[config.mk]
export PLATFORM = sky130hd
export DESIGN_NAME = ctxsave_seq
export DESIGN_NICKNAME = d
export VERILOG_FILES = /design/src/rtl/ctxsave_pkg.sv /design/src/rtl/ctxsave_walker.sv /design/src/rtl/ctxsave_progress.sv /design/src/rtl/ctxsave_seq.sv
export SDC_FILE = /design/constraint.sdc
export NUM_CORES = 1
export LEC_CHECK = 0
export CORE_UTILIZATION = 45
export DETAILED_ROUTE_END_ITERATION = 8
export PLACE_DENSITY = 0.86
export SLEW_MARGIN = 20
export SYNTH_ARGS = -nofsm -noshare
export SYNTH_HDL_FRONTEND = slang
export SYNTH_SLANG_ARGS = --single-unit
[constraint.sdc]
create_clock -name clk_i -period 4.15 [get_ports clk_i]
set_input_delay 0.83 -clock clk_i [delete_from_list [all_inputs] [get_ports clk_i]]
set_output_delay 0.83 -clock clk_i [all_outputs]
set_load 0.02 [all_outputs]
[src/rtl/ctxsave_pkg.sv]
package ctxsave_pkg;

   typedef enum logic [2:0] {
      SRC_RAND       = 3'd0,
      SRC_STICKY     = 3'd1,
      SRC_SYMKEY     = 3'd2,
      SRC_RSAKEY     = 3'd3,
      SRC_ACC_STICKY = 3'd4,
      SRC_ACC_KEY    = 3'd5,
      SRC_PATTERN    = 3'd6
   } src_e;

   typedef enum logic [2:0] {
      PH_RAND,
      PH_STICKY,
      PH_SYM,
      PH_RSA,
      PH_ACC_STK,
      PH_ACC_KEY,
      PH_PATTERN
   } phase_e;

   typedef enum logic [1:0] {
      ST_IDLE,
      ST_ISSUE,
      ST_WAIT
   } state_e;

   function automatic int imax(int a, int b);
      return (a > b) ? a : b;
   endfunction

   // byte i of the closing block holds the value i
   function automatic logic [127:0] known_pattern();
      logic [127:0] p;
      for (int i = 0; i < 16; i++) begin
         p[8*i +: 8] = 8'(i);
      end
      return p;
   endfunction

endpackage

[src/rtl/ctxsave_walker.sv]
module ctxsave_walker
   import ctxsave_pkg::*;
#(
   parameter int STICKY_BLKS = 2,
   parameter int SYM_SLOTS   = 16,
   parameter int RSA_SLOTS   = 2,
   parameter int RSA_QUADS   = 16,
   parameter int ACC_SLOTS   = 4,
   parameter int ACC_QUADS   = 128,
   parameter int KEY_W       = 4,
   parameter int OQ_W        = 9,
   parameter int SL_W        = 4,
   parameter int QD_W        = 7
) (
   input  logic             clk_i,
   input  logic             rst_ni,
   input  logic             init_i,
   input  logic             adv_i,
   input  logic             ext_i,
   output src_e             src_o,
   output logic [KEY_W-1:0] key_o,
   output logic [OQ_W-1:0]  quad_o,
   output logic             last_o
);

   localparam int SYM_PARTS = 4;

   phase_e          ph_q;
   logic [SL_W-1:0] slot_q;
   logic [1:0]      part_q;
   logic [QD_W-1:0] quad_q;

   always_ff @(posedge clk_i or negedge rst_ni) begin
      if (!rst_ni) begin
         ph_q   <= PH_RAND;
         slot_q <= '0;
         part_q <= '0;
         quad_q <= '0;
      end else if (init_i) begin
         ph_q   <= PH_RAND;
         slot_q <= '0;
         part_q <= '0;
         quad_q <= '0;
      end else if (adv_i) begin
         case (ph_q)
            PH_RAND: begin
               ph_q   <= PH_STICKY;
               quad_q <= '0;
            end
            PH_STICKY: begin
               if (quad_q == QD_W'(STICKY_BLKS - 1)) begin
                  ph_q   <= PH_SYM;
                  quad_q <= '0;
                  slot_q <= '0;
                  part_q <= '0;
               end else begin
                  quad_q <= quad_q + 1'b1;
               end
            end
            PH_SYM: begin
               if (part_q == 2'(SYM_PARTS - 1)) begin
                  part_q <= '0;
                  if (slot_q == SL_W'(SYM_SLOTS - 1)) begin
                     ph_q   <= PH_RSA;
                     slot_q <= '0;
                     quad_q <= '0;
                  end else begin
                     slot_q <= slot_q + 1'b1;
                  end
               end else begin
                  part_q <= part_q + 1'b1;
               end
            end
            PH_RSA: begin
               if (quad_q == QD_W'(RSA_QUADS - 1)) begin
                  quad_q <= '0;
                  if (part_q[0]) begin
                     part_q <= '0;
                     if (slot_q == SL_W'(RSA_SLOTS - 1)) begin
                        slot_q <= '0;
                        ph_q   <= ext_i ? PH_ACC_STK : PH_PATTERN;
                     end else begin
                        slot_q <= slot_q + 1'b1;
                     end
                  end else begin
                     part_q <= 2'd1;
                  end
               end else begin
                  quad_q <= quad_q + 1'b1;
               end
            end
            PH_ACC_STK: begin
               ph_q   <= PH_ACC_KEY;
               slot_q <= '0;
               quad_q <= '0;
            end
            PH_ACC_KEY: begin
               if (quad_q == QD_W'(ACC_QUADS - 1)) begin
                  quad_q <= '0;
                  if (slot_q == SL_W'(ACC_SLOTS - 1)) begin
                     slot_q <= '0;
                     ph_q   <= PH_PATTERN;
                  end else begin
                     slot_q <= slot_q + 1'b1;
                  end
               end else begin
                  quad_q <= quad_q + 1'b1;
               end
            end
            default: ph_q <= PH_PATTERN;
         endcase
      end
   end

   always_comb begin
      src_o  = SRC_RAND;
      key_o  = '0;
      quad_o = '0;
      case (ph_q)
         PH_STICKY: begin
            src_o  = SRC_STICKY;
            quad_o = OQ_W'(quad_q);
         end
         PH_SYM: begin
            src_o  = SRC_SYMKEY;
            key_o  = KEY_W'(slot_q);
            quad_o = OQ_W'(part_q);
         end
         PH_RSA: begin
            // modulus (odd index) goes out before exponent (even index)
            src_o  = SRC_RSAKEY;
            key_o  = KEY_W'({slot_q, ~part_q[0]});
            quad_o = OQ_W'(quad_q);
         end
         PH_ACC_STK: src_o = SRC_ACC_STICKY;
         PH_ACC_KEY: begin
            src_o  = SRC_ACC_KEY;
            key_o  = KEY_W'(slot_q);
            quad_o = OQ_W'(slot_q) * OQ_W'(ACC_QUADS) + OQ_W'(quad_q);
         end
         PH_PATTERN: src_o = SRC_PATTERN;
         default: src_o = SRC_RAND;
      endcase
   end

   assign last_o = (ph_q == PH_PATTERN);

endmodule

[src/rtl/ctxsave_progress.sv]
module ctxsave_progress #(
   parameter int CNT_W = 12
) (
   input  logic             clk_i,
   input  logic             rst_ni,
   input  logic             clr_i,
   input  logic             inc_i,
   input  logic             end_i,
   input  logic [CNT_W-1:0] total_i,
   output logic [CNT_W-1:0] count_o,
   output logic             len_err_o
);

   logic [CNT_W-1:0] cnt_q;
   logic [CNT_W-1:0] cnt_nxt;
   logic             len_q;

   assign cnt_nxt = cnt_q + 1'b1;

   always_ff @(posedge clk_i or negedge rst_ni) begin
      if (!rst_ni) begin
         cnt_q <= '0;
         len_q <= 1'b0;
      end else if (clr_i) begin
         cnt_q <= '0;
         len_q <= 1'b0;
      end else if (inc_i) begin
         cnt_q <= cnt_nxt;
         if (end_i && (cnt_nxt != total_i)) begin
            len_q <= 1'b1;
         end
      end
   end

   assign count_o   = cnt_q;
   assign len_err_o = len_q;

endmodule

[src/rtl/ctxsave_seq.sv]
module ctxsave_seq
   import ctxsave_pkg::*;
#(
   parameter int  STICKY_BLKS = 2,
   parameter int  SYM_SLOTS   = 16,
   parameter int  RSA_SLOTS   = 2,
   parameter int  RSA_QUADS   = 16,
   parameter int  ACC_SLOTS   = 4,
   parameter int  ACC_QUADS   = 128,
   parameter bit  HAS_ACCEL   = 1'b1,
   parameter int  CNT_W       = 12,
   localparam int TOTAL_BASE  = 1 + STICKY_BLKS + SYM_SLOTS * 4 + RSA_SLOTS * 2 * RSA_QUADS + 1,
   localparam int TOTAL_EXT   = TOTAL_BASE + 1 + ACC_SLOTS * ACC_QUADS,
   localparam int KEY_W       = $clog2(imax(imax(SYM_SLOTS, 2 * RSA_SLOTS), ACC_SLOTS)),
   localparam int OQ_W        = $clog2(imax(imax(ACC_SLOTS * ACC_QUADS, RSA_QUADS), imax(STICKY_BLKS, 4)))
) (
   input  logic             clk_i,
   input  logic             rst_ni,
   input  logic             start_i,
   input  logic             layout_ext_i,
   input  logic             clr_i,
   input  logic             irq_clr_i,
   output logic             req_valid_o,
   input  logic             req_ready_i,
   output logic [2:0]       req_src_o,
   output logic [KEY_W-1:0] req_key_o,
   output logic [OQ_W-1:0]  req_quad_o,
   output logic [127:0]     req_pattern_o,
   input  logic             ack_i,
   input  logic             ack_err_i,
   output logic [CNT_W-1:0] count_o,
   output logic             busy_o,
   output logic             irq_done_o,
   output logic             err_reject_o,
   output logic             err_sink_o,
   output logic             err_length_o
);

   localparam int SL_W = imax(1, $clog2(imax(imax(SYM_SLOTS, RSA_SLOTS), ACC_SLOTS)));
   localparam int QD_W = imax(1, $clog2(imax(imax(RSA_QUADS, ACC_QUADS), STICKY_BLKS)));

   // elaboration-time parameter checks
   if ((2 ** CNT_W) <= TOTAL_EXT) begin : g_bad_cnt
      $error("CNT_W too narrow for the extended layout size");
   end
   if (SYM_SLOTS < 1 || RSA_SLOTS < 1 || ACC_SLOTS < 1) begin : g_bad_slots
      $error("every key area needs at least one slot");
   end
   if (RSA_QUADS < 1 || ACC_QUADS < 1 || STICKY_BLKS < 1) begin : g_bad_quads
      $error("quad and sticky counts must be positive");
   end

   // layout variant: without the accelerator the extended request is ignored
   logic ext_sel;
   if (HAS_ACCEL) begin : g_accel
      assign ext_sel = layout_ext_i;
   end else begin : g_no_accel
      assign ext_sel = 1'b0;
   end

   state_e st_q;
   logic   ext_q;
   logic   irq_q;
   logic   rej_q;
   logic   snk_q;

   src_e             w_src;
   logic [KEY_W-1:0] w_key;
   logic [OQ_W-1:0]  w_quad;
   logic             w_last;
   logic [CNT_W-1:0] cnt;

   logic start_ok;
   logic start_bad;
   logic ack_ok;
   logic ack_bad;
   logic gen_init;
   logic gen_adv;
   logic cnt_clr;
   logic [CNT_W-1:0] total;

   assign start_ok  = (st_q == ST_IDLE) && start_i && (cnt == '0);
   assign start_bad = (st_q == ST_IDLE) && start_i && (cnt != '0);
   assign ack_ok    = (st_q == ST_WAIT) && ack_i && !ack_err_i;
   assign ack_bad   = (st_q == ST_WAIT) && ack_i && ack_err_i;
   assign gen_init  = start_ok;
   assign gen_adv   = ack_ok && !w_last;
   assign cnt_clr   = (st_q == ST_IDLE) && clr_i;
   assign total     = ext_q ? CNT_W'(TOTAL_EXT) : CNT_W'(TOTAL_BASE);

   always_ff @(posedge clk_i or negedge rst_ni) begin
      if (!rst_ni) begin
         st_q  <= ST_IDLE;
         ext_q <= 1'b0;
      end else begin
         case (st_q)
            ST_IDLE: begin
               if (start_ok) begin
                  st_q  <= ST_ISSUE;
                  ext_q <= ext_sel;
               end
            end
            ST_ISSUE: begin
               if (req_ready_i) begin
                  st_q <= ST_WAIT;
               end
            end
            ST_WAIT: begin
               if (ack_bad) begin
                  st_q <= ST_IDLE;
               end else if (ack_ok) begin
                  st_q <= w_last ? ST_IDLE : ST_ISSUE;
               end
            end
            default: st_q <= ST_IDLE;
         endcase
      end
   end

   always_ff @(posedge clk_i or negedge rst_ni) begin
      if (!rst_ni) begin
         irq_q <= 1'b0;
         rej_q <= 1'b0;
         snk_q <= 1'b0;
      end else begin
         if (ack_ok && w_last) begin
            irq_q <= 1'b1;
         end else if (irq_clr_i) begin
            irq_q <= 1'b0;
         end
         if (cnt_clr) begin
            rej_q <= 1'b0;
            snk_q <= 1'b0;
         end else begin
            if (start_bad) begin
               rej_q <= 1'b1;
            end
            if (ack_bad) begin
               snk_q <= 1'b1;
            end
         end
      end
   end

   ctxsave_walker #(
      .STICKY_BLKS (STICKY_BLKS),
      .SYM_SLOTS   (SYM_SLOTS),
      .RSA_SLOTS   (RSA_SLOTS),
      .RSA_QUADS   (RSA_QUADS),
      .ACC_SLOTS   (ACC_SLOTS),
      .ACC_QUADS   (ACC_QUADS),
      .KEY_W       (KEY_W),
      .OQ_W        (OQ_W),
      .SL_W        (SL_W),
      .QD_W        (QD_W)
   ) walk_i (
      .clk_i  (clk_i),
      .rst_ni (rst_ni),
      .init_i (gen_init),
      .adv_i  (gen_adv),
      .ext_i  (ext_q),
      .src_o  (w_src),
      .key_o  (w_key),
      .quad_o (w_quad),
      .last_o (w_last)
   );

   ctxsave_progress #(
      .CNT_W (CNT_W)
   ) prog_i (
      .clk_i     (clk_i),
      .rst_ni    (rst_ni),
      .clr_i     (cnt_clr),
      .inc_i     (ack_ok),
      .end_i     (w_last),
      .total_i   (total),
      .count_o   (cnt),
      .len_err_o (err_length_o)
   );

   assign req_valid_o   = (st_q == ST_ISSUE);
   assign req_src_o     = w_src;
   assign req_key_o     = w_key;
   assign req_quad_o    = w_quad;
   assign req_pattern_o = (w_src == SRC_PATTERN) ? known_pattern() : '0;
   assign count_o       = cnt;
   assign busy_o        = (st_q != ST_IDLE);
   assign irq_done_o    = irq_q;
   assign err_reject_o  = rej_q;
   assign err_sink_o    = snk_q;

endmodule

; Word level (Yosys, flattened, before mapping)
; Index checks and enable logic that the tools add are counted.
[totals]
register_bits = 35
inputBits = 9
output_inout_bits = 162
wordCells = 141
[classes]
n_addsub = 5
eq_ne = 28
muxes = 60
bitwise_logic = 1
n_reduce_logical = 36
[ops]
columns = op, count
row1 = two-way mux 124 bit, 1
row2 = two-way mux 7 bit, 7
row3 = two-way mux 4 bit, 10
row4 = case mux 3 bit (6 select lines), 2
row5 = case mux 7 bit (5 select lines), 1
row6 = two-way mux 3 bit, 10
row7 = case mux 9 bit (3 select lines), 1
row8 = two-way mux 12 bit, 2
row9 = "!= test 3 x 2 -> 1 bit, second input constant", 8
row10 = two-way mux 2 bit, 10
row11 = case mux 4 bit (5 select lines), 1
row12 = nonzero test 2 bit, 7
row13 = "adder 12 x 1 -> 12 bit, second input constant", 1
row14 = "equality test 3 bit, second input constant", 4
row15 = logical NOT 12 bit, 1
row16 = != test 12 x 10 -> 1 bit, 1
row17 = case mux 2 bit (3 select lines), 2
row18 = nonzero test 12 bit, 1
row19 = nonzero test 6 bit, 2
row20 = two-way mux 1 bit, 11
row21 = logical AND 1 bit, 10
row22 = two-way mux 10 bit, 1
row23 = adder 9 x 7 -> 9 bit, 1
row24 = AND reduction 9 bit, 1
row25 = other kinds (27), 34

; Logic depth before layout (Yosys ltp)
[depth]
depth_word = 7
ltp_mapped = 9
ltp_nobuf = 8

; By module
; From an unflattened synthesis, not the netlist that was laid out.
[hier_totals]
hier_cells = 467
hier_area_um2 = 3819.9
[modules_own_cells]
columns = module, instances, cells_per_inst, area_per_inst_um2, seq_area_each_um2
row1 = ctxsave_walker, 1, 181, 1450.1, 400.4
row2 = ctxsave_seq, 1, 165, 1337.5, 150.1
row3 = ctxsave_progress, 1, 121, 1032.2, 325.3

; Worst setup path before layout
; OpenSTA, ideal clock, no wires.
[synth_timing]
path_type = register to output
from = register walk_i.ph_q[0]
to = output req_pattern_o[104]
arrival_time_ns = 1.698
required_time_ns = 3.320
path_slack_ns = 1.622
stages_incl_launch_ff = 5
path_buffers = 1
cell_sequence = dfrtp_1 and2b_1 nand2_1 inv_1 buf_4
[synth_via]
elab_chain_cells = 4
word_cells_on_any_way = 9
classes_between = eq/ne (7) / mux (2)
[synth_rtl]
columns = item, line_no
row1 = "start, declared", ctxsave_walker.sv:28  ; phase_e ph_q;
row2 = "start signal, assigned", ctxsave_walker.sv:81  ; ph_q <= ext_i ? PH_ACC_STK : PH_PATTERN;
row3 = "equality test 3 bit, or another cell as far along", ctxsave_walker.sv:119  ; case (ph_q)
row4 = case mux 3 bit (6 select lines) (*), ctxsave_walker.sv:119
row5 = equality test 3 bit (*), ctxsave_seq.sv:185  ; assign req_pattern_o = (w_src == SRC_PATTERN) ? known_pattern() : '0;
row6 = two-way mux 124 bit (*), ctxsave_seq.sv:185
row7 = "end, declared", ctxsave_seq.sv:28  ; output logic [127:0] req_pattern_o,
; Every way passes the cells marked *; elsewhere a longest branch is shown, timed or not.

; Worst setup path after layout
[layout_timing]
from = register walk_i.ph_q[0]
to = output req_pattern_o[123]
; Same word-level chain as after synthesis.

==> results.md <==
* Result of the run: finished clean
* Detail Placement HPWL at 5360 µm
* Maximum Capacitance Violations at 0
* Total negative slack at 0 ns
* Async set-or-reset flop fraction in the synthesized netlist at 100%
* PostCTS Resize Cnt at 0
* Main synth FF type: sky130_fd_sc_hd__dfrtp_1
* GRT Overall Usage at 17.0%
* Area of the mapped netlist at 0.00354 mm²
* Endpoints failing setup at 0
* Layout-stage area growth over the synthesis result at 9.16%
* Top cells by area in the synthesized netlist: sky130_fd_sc_hd__buf_4, sky130_fd_sc_hd__dfrtp_1, sky130_fd_sc_hd__o21ai_0, sky130_fd_sc_hd__nand2_1, sky130_fd_sc_hd__nor2_1
* Non-filler cells, final at 569
* Fraction of layout instances using a drive strength above 1 at ~6.2%
* I/O pin count at roughly 170
* Max-slew headroom at the worst pin at 39.1%
* Min-Delay Path Class: reg -> reg
* Unique cell type count in the Yosys netlist at 60
* Final worst path period need at 3.42 ns
* Number of instances in the synthesized netlist at 433
* Final count of hold timing violations at 0
* Htree depth at 2
* Count of inserted antenna diode cells at 0
* Via density per instance at 4.96
* Root Driver: sky130_fd_sc_hd__clkbuf_8
* Gp weighted congestion at between 0.8 and 0.9
* Power density relative to cell area at 334 mW/mm²
* Maximum clock frequency at 0.292 GHz
* Post-detailed-route count of antenna-violating nets at 0
* Cell type contributing the most total cell area after synthesis: sky130_fd_sc_hd__buf_4
* Kind of critical path: reg -> out
* Core Rows at 31
* Max Slew Vio Count at 0
* Most frequent cell after synthesis: sky130_fd_sc_hd__buf_4
* Required time of the worst setup path at 3.32 ns
* List of most frequent post-synthesis cells: sky130_fd_sc_hd__buf_4, sky130_fd_sc_hd__dfrtp_1, sky130_fd_sc_hd__o21ai_0
* Slew at the pin with the worst max-slew slack at 0.903 ns
* Nets@finish at 486
* Clock-pin slew reported for the worst setup and hold paths after clock tree synthesis at 0.08 ns
* Hold_buf cts at 0
* Worst path arrival time at roughly 2.6 ns
* Number of detailed-route iterations in the first pass at 5
* Post-synthesis sequential area ratio at 24.7%
* Yosys synthesis warning count at 0
* Vias in the first global route at 2417
* Top Family by Delay on Critical Path: buffers and inverters
* Global-route wire length before repair at about 12000 µm
* Via count at 2821
* Maximum number of pins on one net before global-route repair at 36
* DIE WIDTH at roughly 91 µm
* Vert. Die Dim at about 90 µm
* Antenna violations before repair at 0
* Clock latency reported for the late side of the worst-skew pair at approximately 0.29 ns
* Startpoint types: register
* Final setup skew at about 0.011 ns
* Leakage Power at 1.73 nW
* Maximum vdd ir drop at 0.290 mV
* Mean instance size in the synthesized netlist at 8.17 µm²
* Number of register bits inferred by synthesis at 35
* Final wirelength at 7220 µm
* Clock buffer count from CTS at 5
* Routed WL per cell at approximately 13 µm
* Total placed cells including tap cells at 562
* Starting DRT DRC Count at 153
* CP max stage cell: sky130_fd_sc_hd__clkdlybuf4s50_1
* Die Outline Area at 0.00822 mm²
* TritonCTS clock tree: done
* Initial Utilization at a little under half
* Post-route fraction of the period consumed by the critical path at 82.5%
* Kind of end point of the critical path: primary output
* Area share of the leading cell type in the synthesized netlist at a little over a quarter
* Buffers added on ports at 74
* Area of the core at approximately 0.0074 mm²
* Number of sinks on the clock net at 35
* Setup Fix Bufs, Post-CTS at 0
* Number of synthesized flops with an enable pin at 0
* Total global routing overflow at 0
* Fraction of the core area covered by cells at the end of the flow at 52.2%
* Cell-by-cell trace of the critical path: and2b_1, nand2_1, inv_1, clkdlybuf4s50_1
* Setup repair after global routing missed its margin: no
* DRC at 0
* Biggest fanout along the worst timing path at 32
* Largest stage delay on the critical path at 0.74 ns
* Buffers & Inverters on Critical Path at 2
* Bufs on Longest Clock Path at 2
==> cells in the final DEF, fill, tap and decap left out, types with 3 or more instances in the layout <==
cell / count
sky130_fd_sc_hd__nand2_1: 31
sky130_fd_sc_hd__ha_1: 7
sky130_fd_sc_hd__nor3b_1: 4
sky130_fd_sc_hd__nand4_1: 3
sky130_fd_sc_hd__a22o_1: 3
sky130_fd_sc_hd__inv_1: 11
sky130_fd_sc_hd__nor4_1: 3
sky130_fd_sc_hd__nor3_1: 3
sky130_fd_sc_hd__o31ai_1: 5
sky130_fd_sc_hd__a21oi_1: 20
sky130_fd_sc_hd__clkdlybuf4s50_1: 74
sky130_fd_sc_hd__clkbuf_8: 5
sky130_fd_sc_hd__o22ai_1: 3
sky130_fd_sc_hd__dfrtp_1: 35
sky130_fd_sc_hd__buf_4: 6
sky130_fd_sc_hd__nand3_1: 14
sky130_fd_sc_hd__o21ai_0: 32
sky130_fd_sc_hd__a31oi_1: 6
sky130_fd_sc_hd__conb_1: 96
sky130_fd_sc_hd__nand2b_1: 4
sky130_fd_sc_hd__o21a_1: 4
sky130_fd_sc_hd__mux2i_1: 4
sky130_fd_sc_hd__nor2b_1: 4
sky130_fd_sc_hd__and3_1: 13
sky130_fd_sc_hd__a21o_1: 6
sky130_fd_sc_hd__nor2_1: 27
==> metrics by stage <==
step / setup WS (ns) / area [µm²] / hold WS, ns / total power, mW
global route: 0.519 / 3860 / 0.555 / 1.36
detailed placement: 1.01 / 3760 / 0.514 / 0.985
floorplan: 1.62 / 3900 / 0.469 / 0.904
CTS: 0.688 / 3860 / 0.528 / 1.29
finish: 0.727 / 3860 / 0.525 / 1.29
global placement: 1.05 / 3760 / 0.499 / 0.971
==> registers in the layout (all words and copies together), names as in the netlist <==
| signal | count |
|---|---|
| err_reject_o | 1 |
| err_sink_o | 1 |
| ext_q | 1 |
| irq_done_o | 1 |
| prog_i.count_o | 12 |
| prog_i.len_err_o | 1 |
| st_q | 2 |
| walk_i.part_q | 2 |
| walk_i.ph_q | 3 |
| walk_i.quad_q | 7 |
| walk_i.slot_q | 4 |
==> power breakdown <==
| part | switching (mW) | internal (mW) |
|---|---|---|
| Combinational | 0.374 | 0.198 |
| Sequential | 0.0414 | 0.373 |
| Clock | 0.127 | 0.176 |
| Total | 0.542 | 0.747 |
==> final cells by class <==
type | count | area, µm²
fill | 699 | 3540
multi-input combinational | 337 | 1930
sequential | 35 | 876
timing repair buffer | 80 | 786
tap | 99 | 124
clock buffer | 5 | 68.8
inverter | 11 | 41.3
clock inverter | 2 | 37.5
==> logic make-up (layout without fill, tap and decap cells) <==
family	Yosys count	after routing	share of synthesized area, %
compound gates	96	96	18.3
fa+ha+maj	7	7	2.47
simple gates	127	127	20.4
buf+inv	156	98	30.8
xor+xnor	4	4	0.990
flops	35	35	24.7
mux	7	7	2.19
other cells	1	96	0.106
==> metal layers <==
layer,global-route usage [%],wire length [µm]
met5,0,0
met2,29.0,3550
met4,3.36,52
met3,3.54,648
met1,22.1,2970
==> final timing paths <==
path                                          startpoint                            to  slack, ns  cells past startpoint
max reg2reg                prog_i.count_o[0]$_DFFE_PN0P_  walk_i.quad_q[6]$_DFFE_PN0P_       1.73                      8
min reg2reg                            ext_q$_DFFE_PN0P_    walk_i.ph_q[1]$_DFFE_PN0P_       0.52                      1
min in group asynchronous                         rst_ni        err_sink_o$_DFFE_PN0P_       0.94                      2
min                                    ext_q$_DFFE_PN0P_    walk_i.ph_q[1]$_DFFE_PN0P_       0.52                      1
max in group asynchronous                         rst_ni  walk_i.quad_q[3]$_DFFE_PN0P_       2.88                      2
max                           walk_i.ph_q[0]$_DFFE_PN0P_            req_pattern_o[123]       0.73                      4
(Power assumes the default switching activity.)
